<file path="src/rtl/winBufPkg.sv">
package winBufPkg;

  typedef enum logic [1:0] {
    TGT_MEM   = 2'd0,
    TGT_STN   = 2'd1,
    TGT_TXEND = 2'd2,
    TGT_PID   = 2'd3
  } winTgt_e;

  typedef struct packed {
    logic push;
    logic pushFromRam;
    logic pop;
    logic flush;
    logic ptrLoad;
    logic ptrInc;
    logic stnWr;
    logic stnRd;
    logic stnIdxClr;
    logic txEndWr;
  } winStrobe_t;

endpackage

</file>
<file path="src/rtl/winBufCtrl.sv">
module winBufCtrl
  import winBufPkg::*;
#(
  parameter int DEPTH = 8,
  parameter int CNT_W = 4
) (
  input  logic             clk,
  input  logic             rstN,
  input  logic [1:0]       tgtSel,
  input  logic             addrLoad,
  input  logic             cmdRead,
  input  logic             cmdWrite,
  input  logic             winWr,
  input  logic             winRd,
  input  logic             ramGrant,
  input  logic             fifoEmpty,
  input  logic             fifoFull,
  input  logic [CNT_W-1:0] fifoCnt,
  output winStrobe_t       strb,
  output logic             dirRead,
  output logic             hostWait,
  output logic             ramWe,
  output logic             ramRe
);

  localparam int SUM_W = CNT_W + 1;

  logic memSel;
  logic cmdOk;
  logic anyCmd;
  logic doAddr;
  logic doRead;
  logic doWrite;
  logic flush;
  logic hostPush;
  logic hostPop;
  logic drain;
  logic issue;
  logic land;
  logic room;
  logic pend;

  always_comb begin
    memSel   = (tgtSel == TGT_MEM);
    // control operations are taken only once a write FIFO has drained
    cmdOk    = dirRead | fifoEmpty;
    anyCmd   = addrLoad | cmdRead | cmdWrite;
    hostWait = (anyCmd & ~cmdOk)
             | (winWr & memSel & ~dirRead & fifoFull)
             | (winRd & memSel & dirRead & fifoEmpty);

    doAddr  = addrLoad & cmdOk;
    doRead  = cmdRead & cmdOk;
    doWrite = cmdWrite & cmdOk & ~cmdRead;
    flush   = dirRead & (doAddr | doRead | doWrite);

    hostPush = winWr & memSel & ~dirRead & ~fifoFull;
    hostPop  = winRd & memSel & dirRead & ~fifoEmpty & ~flush;

    // prefetch accounting counts the word already in flight
    room  = ({1'b0, fifoCnt} + SUM_W'(pend)) < SUM_W'(DEPTH);
    drain = ~dirRead & ~fifoEmpty & ramGrant;
    issue = dirRead & ~flush & ramGrant & room;
    land  = pend & ~flush;

    strb.push        = hostPush | land;
    strb.pushFromRam = dirRead;
    strb.pop         = drain | hostPop;
    strb.flush       = flush;
    strb.ptrLoad     = doAddr;
    strb.ptrInc      = drain | issue;
    strb.stnWr       = winWr & (tgtSel == TGT_STN);
    strb.stnRd       = winRd & (tgtSel == TGT_STN);
    strb.stnIdxClr   = (tgtSel != TGT_STN);
    strb.txEndWr     = winWr & (tgtSel == TGT_TXEND);

    ramWe = drain;
    ramRe = issue;
  end

  always_ff @(posedge clk) begin
    if (!rstN) begin
      dirRead <= 1'b0;
      pend    <= 1'b0;
    end else begin
      if (doRead)       dirRead <= 1'b1;
      else if (doWrite) dirRead <= 1'b0;
      pend <= issue;
    end
  end

endmodule

</file>
<file path="src/rtl/winBufDatapath.sv">
module winBufDatapath
  import winBufPkg::*;
#(
  parameter int          AW         = 16,
  parameter int          DW         = 16,
  parameter int          DEPTH      = 8,
  parameter int          STN_BYTES  = 6,
  parameter int          TXEND_W    = 8,
  parameter logic [15:0] PRODUCT_ID = 16'h00A3,
  parameter int          CNT_W      = $clog2(DEPTH + 1)
) (
  input  logic             clk,
  input  logic             rstN,
  input  winStrobe_t       strb,
  input  logic [1:0]       tgtSel,
  input  logic             dirRead,
  input  logic             swapEn,
  input  logic [AW-1:0]    addrIn,
  input  logic [DW-1:0]    winWrData,
  input  logic [DW-1:0]    ramRdData,
  output logic             fifoEmpty,
  output logic             fifoFull,
  output logic [CNT_W-1:0] fifoCnt,
  output logic [AW-2:0]    ramAddr,
  output logic [DW-1:0]    ramWrData,
  output logic [DW-1:0]    winRdData
);

  localparam int WA_W  = AW - 1;
  localparam int PTR_W = (DEPTH > 1) ? $clog2(DEPTH) : 1;
  localparam int IDX_W = (STN_BYTES > 1) ? $clog2(STN_BYTES) : 1;
  localparam int NB    = DW / 8;

  function automatic logic [DW-1:0] byteRev(input logic [DW-1:0] v);
    logic [DW-1:0] r;
    for (int b = 0; b < NB; b++) r[8*b +: 8] = v[8*(NB-1-b) +: 8];
    return r;
  endfunction

  logic [DW-1:0]      fifoMem [DEPTH];
  logic [PTR_W-1:0]   rdPtr;
  logic [PTR_W-1:0]   wrPtr;
  logic [CNT_W-1:0]   cnt;
  logic [WA_W-1:0]    wordPtr;
  logic [7:0]         stnByte [STN_BYTES];
  logic [IDX_W-1:0]   stnIdx;
  logic [TXEND_W-1:0] txEnd;
  logic [DW-1:0]      pushData;
  logic [DW-1:0]      headWord;
  logic [DW-1:0]      memOut;

  always_comb begin
    pushData = strb.pushFromRam ? ramRdData
             : (swapEn ? byteRev(winWrData) : winWrData);
    headWord = fifoMem[rdPtr];
    memOut   = swapEn ? byteRev(headWord) : headWord;
  end

  // FIFO storage, one register row per entry
  for (genvar g = 0; g < DEPTH; g++) begin : g_fifoRow
    always_ff @(posedge clk) begin
      if (strb.push && !strb.flush && wrPtr == PTR_W'(g)) fifoMem[g] <= pushData;
    end
  end

  always_ff @(posedge clk) begin
    if (!rstN) begin
      rdPtr <= '0;
      wrPtr <= '0;
      cnt   <= '0;
    end else if (strb.flush) begin
      rdPtr <= '0;
      wrPtr <= '0;
      cnt   <= '0;
    end else begin
      if (strb.push) wrPtr <= wrPtr + PTR_W'(1);
      if (strb.pop)  rdPtr <= rdPtr + PTR_W'(1);
      cnt <= cnt + CNT_W'(strb.push) - CNT_W'(strb.pop);
    end
  end

  always_comb begin
    fifoCnt   = cnt;
    fifoEmpty = (cnt == '0);
    fifoFull  = (cnt == CNT_W'(DEPTH));
  end

  // buffer pointer holds a word address; byte bit 0 is dropped
  always_ff @(posedge clk) begin
    if (!rstN)             wordPtr <= '0;
    else if (strb.ptrLoad) wordPtr <= WA_W'(addrIn >> 1);
    else if (strb.ptrInc)  wordPtr <= wordPtr + WA_W'(1);
  end

  always_comb begin
    ramAddr   = wordPtr;
    ramWrData = headWord;
  end

  // station address bytes
  for (genvar g = 0; g < STN_BYTES; g++) begin : g_stnByte
    always_ff @(posedge clk) begin
      if (!rstN)                                   stnByte[g] <= '0;
      else if (strb.stnWr && stnIdx == IDX_W'(g))  stnByte[g] <= winWrData[7:0];
    end
  end

  always_ff @(posedge clk) begin
    if (!rstN || strb.stnIdxClr) begin
      stnIdx <= '0;
    end else if (strb.stnWr || strb.stnRd) begin
      if (stnIdx == IDX_W'(STN_BYTES - 1)) stnIdx <= '0;
      else                                 stnIdx <= stnIdx + IDX_W'(1);
    end
  end

  always_ff @(posedge clk) begin
    if (!rstN)             txEnd <= '0;
    else if (strb.txEndWr) txEnd <= winWrData[TXEND_W-1:0];
  end

  always_comb begin
    case (tgtSel)
      TGT_MEM:   winRdData = dirRead ? memOut : '0;
      TGT_STN:   winRdData = DW'(stnByte[stnIdx]);
      TGT_TXEND: winRdData = DW'(txEnd);
      default:   winRdData = DW'(PRODUCT_ID);
    endcase
  end

endmodule

</file>
<file path="src/rtl/winBufPort.sv">
module winBufPort
  import winBufPkg::*;
#(
  parameter int          AW         = 16,
  parameter int          DW         = 16,
  parameter int          DEPTH      = 8,
  parameter int          STN_BYTES  = 6,
  parameter int          TXEND_W    = 8,
  parameter logic [15:0] PRODUCT_ID = 16'h00A3
) (
  input  logic          clk,
  input  logic          rstN,
  input  logic [1:0]    tgtSel,
  input  logic          swapEn,
  input  logic          addrLoad,
  input  logic [AW-1:0] addrIn,
  input  logic          cmdRead,
  input  logic          cmdWrite,
  input  logic          winWr,
  input  logic [DW-1:0] winWrData,
  input  logic          winRd,
  output logic [DW-1:0] winRdData,
  output logic          hostWait,
  output logic          stDirRead,
  output logic          stFifoEmpty,
  output logic          stFifoFull,
  input  logic          ramGrant,
  output logic [AW-2:0] ramAddr,
  output logic          ramWe,
  output logic [DW-1:0] ramWrData,
  output logic          ramRe,
  input  logic [DW-1:0] ramRdData
);

  localparam int CNT_W = $clog2(DEPTH + 1);

  winStrobe_t       strb;
  logic [CNT_W-1:0] fifoCnt;

  winBufCtrl #(
    .DEPTH (DEPTH),
    .CNT_W (CNT_W)
  ) ctrl_i (
    .clk       (clk),
    .rstN      (rstN),
    .tgtSel    (tgtSel),
    .addrLoad  (addrLoad),
    .cmdRead   (cmdRead),
    .cmdWrite  (cmdWrite),
    .winWr     (winWr),
    .winRd     (winRd),
    .ramGrant  (ramGrant),
    .fifoEmpty (stFifoEmpty),
    .fifoFull  (stFifoFull),
    .fifoCnt   (fifoCnt),
    .strb      (strb),
    .dirRead   (stDirRead),
    .hostWait  (hostWait),
    .ramWe     (ramWe),
    .ramRe     (ramRe)
  );

  winBufDatapath #(
    .AW         (AW),
    .DW         (DW),
    .DEPTH      (DEPTH),
    .STN_BYTES  (STN_BYTES),
    .TXEND_W    (TXEND_W),
    .PRODUCT_ID (PRODUCT_ID),
    .CNT_W      (CNT_W)
  ) dp_i (
    .clk       (clk),
    .rstN      (rstN),
    .strb      (strb),
    .tgtSel    (tgtSel),
    .dirRead   (stDirRead),
    .swapEn    (swapEn),
    .addrIn    (addrIn),
    .winWrData (winWrData),
    .ramRdData (ramRdData),
    .fifoEmpty (stFifoEmpty),
    .fifoFull  (stFifoFull),
    .fifoCnt   (fifoCnt),
    .ramAddr   (ramAddr),
    .ramWrData (ramWrData),
    .winRdData (winRdData)
  );

endmodule

</file>
<file path="config.mk">
export PLATFORM = sky130hd
export DESIGN_NAME = winBufPort
export DESIGN_NICKNAME = d
export VERILOG_FILES = /design/src/rtl/winBufPkg.sv /design/src/rtl/winBufCtrl.sv /design/src/rtl/winBufDatapath.sv /design/src/rtl/winBufPort.sv
export SDC_FILE = /design/constraint.sdc
export NUM_CORES = 1
export LEC_CHECK = 0
export ABC_AREA = 1
export BUFFER_PORTS_ARGS = -buffer_cell sky130_fd_sc_hd__buf_2
export CELL_PAD_IN_SITES_DETAIL_PLACEMENT = 2
export CELL_PAD_IN_SITES_GLOBAL_PLACEMENT = 2
export CORE_MARGIN = 1
export CORE_UTILIZATION = 33
export DETAILED_ROUTE_END_ITERATION = 8
export GPL_TIMING_DRIVEN = 0
export PLACE_DENSITY = 0.78
export SLEW_MARGIN = 5
export SYNTH_ARGS = -nofsm -noshare
export SYNTH_HDL_FRONTEND = slang
export SYNTH_SLANG_ARGS = --single-unit
</file>
<file path="constraint.sdc">
create_clock -name clk -period 3.05 [get_ports clk]
set_clock_uncertainty 0.15 [all_clocks]
set_input_delay 0.7625 -clock clk [delete_from_list [all_inputs] [get_ports clk]]
set_output_delay 0.7625 -clock clk [all_outputs]
set_load 0.02 [all_outputs]
</file>
==> summary.txt <==
Yosys
  – Post-Syn Instances: around 1.2k
  – FFs w/ async S/R, synth: 0%
  – Commonest cells in the netlist: nor2_1 (276), nand2_1 (201), edfxtp_1 (176), o21ai_0 (101), inv_1 (97)
  – Syn_area_per_cell: just under 9 um2
  – Yosys top cell area share: 49.7%
  – Largest cells by area after synthesis: edfxtp_1 (50%), nor2_1 (9.7%), dfxtp_1 (8.3%)
  – Yosys reg bits: 220
  – Most frequent cell after synthesis: nor2_1
  – Mapped Area: 10600 um2
  – Synth area leader: edfxtp_1
  – Synthesized Nets: 1271
  – Post-synth EDFFs: 176
  – Seq/Total Area, Yosys: 57.9%
  – Main flop type after synthesis: edfxtp_1
  – Yosys cell types: 34
  – Ys Warns: 0

Layout
  – Post-layout util: 43.5%
  – Fin nets: 1454
  – Area Overhead vs Synth: 29.2%
  – Share of cells above drive strength 1: 27.1%

Critical path
  – Crit-path max cell delay: 0.39 ns
  – Setup Crit Path Kind: reg -> out
  – Critical Path Source Type: flip-flop
  – FF-to-FF setup slack: 0.40 ns
  – Reg-to-reg endpoint: dp_i.fifoMem[2][2]
  – Worst R2R Start: ctrl_i.dirRead
  – CP Data Required Time: ~2.1 ns
  – CP delay by family, top: simple AND/OR/NAND/NOR gates
  – Critical Path Sink Type: primary output
  – CP Data Arrival Time: 2.31 ns
  – Critical path's slowest cell: dfxtp_4
  – CP bufs+invs: 3
  – Cell Chain, Critical Path: clkbuf_16 > clkbuf_16 > nor2_2 > nor2_1 > o21ai_0 > nand3_2 > nand2_4 > nand2_2 > nand3_4 > nand2_4 > buf_6
  – R2R depth: 8
  – Crit path max fanout: 5

Run
  – Max capacitance violation total: 0

Place
  – Buffers on Ports: 109
  – Dpl hpwl: 28300 um
  – GP Congestion: slightly above 0.8
  – Setup slack after placement: -0.209 ns

Power
  – Maximum vdd ir drop: 0.394 mV
  – Static Leak: 5.62 nW
  – Power per Cell Area: 803 nW/um2

Min path
  – WHS Endpoint: dp_i.txEnd[1]
  – Hold path depth: 2
  – Worst Min Path Start: dp_i.txEnd[1]
  – Hold Crit Class: reg -> reg

Floorplan
  – Core Region: 31600 um2
  – Die Ht: between 150 and 200 um
  – I/O pin cnt: 112
  – Starting Density: 33.6%
  – Std-Cell Rows: between 60 and 70
  – Die X: between 150 and 200 um
  – Die area: about 33000 um2

Timing
  – Fin crit period: 3.22 ns
  – Final worst-path cycle share: 106%
  – Fmax: 311 MHz
  – Final hold violation count: 0
  – Finish-stage setup viols: 19
  – Worst slew margin: a little under two fifths
  – PnR worst setup slack: -0.170 ns
  – Worst-margin pin slew: 0.943 ns
  – Unrepaired setup endpoints after global routing: yes
  – Number of max-slew violations in the final report: 0

GRT
  – Initial antenna violation count: 4
  – First-pass GRT wire length: 59600 um
  – Number of global-route vias before repair: 10.1k
  – All-layer global routing usage: 24.0%
  – GRT overflow: 0
  – Largest net degree at the start of global routing: 14

Clocking
  – Clk sinks: 220
  – TritonCTS clock tree: built
  – Clk_lat worst skew: 0.55 ns
  – Clock Path Buffers: 3
  – H-tree depth: 1
  – CTS Hold Buffers Added: 0
  – CTS root buf: clkbuf_16
  – Clock slew at reported path FFs: 0.06 ns
  – TritonCTS Buffers: 26

Detailed routing
  – Initial drt markers: between 500 and 600
  – # DRC: 0
  – DR vias: 9486
  – Routed wire length: 41600 um
  – First-pass detailed-route iteration total: 5
  – Drt wl/cell: 23.1 um
  – Vias per cell: 5.27
  – Post-route ant nets: 0

Run status
  – Status: finished, violations left
  – Failing checks: negative setup slack
## sequential cells by signal (all words and copies together) (netlist names), named ones only
register / cells
dp_i.stnIdx: 3
dp_i.fifoCnt: 4
dp_i.ramAddr: 15
ctrl_i.dirRead: 1
dp_i.wrPtr: 3
dp_i.rdPtr: 3
dp_i.fifoMem: 128
ctrl_i.pend: 1
dp_i.stnByte: 48
dp_i.txEnd: 8
## how the worst max path moves through the flow
| stage | startpoint | end | slack, ns | cells past startpoint |
|---|---|---|---|---|
| 6_report | flip-flop | winRdData[3] | -0.17 | 11 |
| 5_1_grt | flip-flop | winRdData[2] | -0.19 | 11 |
| 4_1_cts | flip-flop | winRdData[3] | -0.05 | 11 |
| 3_5_place_dp | tgtSel[0] | winRdData[4] | -0.21 | 8 |
| 3_3_place_gp | tgtSel[0] | dp_i.fifoMem[4][13] | -1.81 | 9 |
| 2_1_floorplan | tgtSel[0] | dp_i.fifoMem[4][0] | -0.08 | 8 |
## kinds of logic after synthesis
| family | after synthesis | share of synthesized area, % |
|---|---|---|
| buf+inv | 164 | 6.83 |
| simple gates | 605 | 23.9 |
| xor+xnor | 2 | 0.165 |
| compound gates | 185 | 8.93 |
| fa+ha+maj | 18 | 2.19 |
| flops | 220 | 57.9 |
## through the flow
| step | area (um2) | instances | setup TNS (ns) | power, W | hold WS [ns] |
|---|---|---|---|---|---|
| floorplan | 10600 | 1194 | -7.77 | 0.00596 | 0.275 |
| global placement | 11700 | 1705 | -185.02 | 0.00702 | 0.290 |
| detailed placement | 11800 | 1718 | -4.44 | 0.00719 | 0.300 |
| CTS | 13100 | 1779 | -0.245 | 0.0106 | 0.309 |
| global route | 13700 | 1800 | -2.75 | 0.0115 | 0.330 |
| finish | 13700 | 1801 | -1.38 | 0.0110 | 0.306 |
## worst register-to-register path, stage by stage, from the launching register on
cell	delay (ns)
dfxtp_1	0.36
buf_4	0.20
nor2_1	0.21
nand2_1	0.09
nand2_2	0.12
inv_2	0.05
buf_4	0.18
nor3_2	0.62
buf_4	0.36
## power by group
part / leakage [nW] / internal, W / switching (W) / total, W
combinational: 3.21 / 0.00155 / 0.00265 / 0.00420
clock: 0.402 / 0.00174 / 0.00132 / 0.00306
sequential: 2.01 / 0.00357 / 0.000213 / 0.00379
## cell type report
cell class,instances,area (um2)
fill,3446,17900
sequential,220,6180
multi-input combinational,810,4160
timing repair buffer,157,1200
clock buffer,30,666
tap,402,503
buffer,50,454
inverter,112,433
clock inverter,18,150
antenna,2,5.00
## what timing repair did
| action | 4_1_cts | 5_1_grt |
|---|---|---|
| gates resized for setup | 135 | 116 |
| setup endpoints to repair | 32 | 21 |
| pin swaps | 18 | 62 |
| endpoints found under the hold margin | 0 | 0 |
| buffers inserted | 13 | 15 |
| cloned | 0 | 8 |
## per-layer routing
layer,vias to the layer above,GRT usage [%],wire length (um)
li1,4348,-,-
met1,4828,29.5,17200
met2,244,43.7,21400
met3,62,3.33,2020
met4,4,6.68,974
met5,-,0,20
## cells in the final DEF, fill, tap and decap left out, types with 5 or more instances in the layout
| master | count |
|---|---|
| nand3_2 | 7 |
| inv_1 | 93 |
| nand2_2 | 38 |
| nand3_4 | 7 |
| buf_4 | 49 |
| o21ai_1 | 36 |
| clkinv_2 | 7 |
| dfxtp_1 | 40 |
| clkbuf_2 | 7 |
| or2_2 | 7 |
| clkbuf_16 | 34 |
| clkbuf_1 | 9 |
| a21oi_1 | 74 |
| edfxtp_1 | 176 |
| buf_2 | 95 |
| nand2_1 | 160 |
| nor3_2 | 10 |
| nand2_4 | 11 |
| ha_1 | 17 |
| nor2_4 | 12 |
| inv_2 | 15 |
| clkbuf_8 | 6 |
| o211ai_1 | 5 |
| buf_12 | 9 |
| nand3_1 | 66 |
| nor2_1 | 243 |
| nor2_2 | 25 |
| nand4_1 | 17 |
| clkinv_1 | 6 |
| buf_6 | 22 |
| o21ai_0 | 64 |
(Power assumes the default switching activity.)
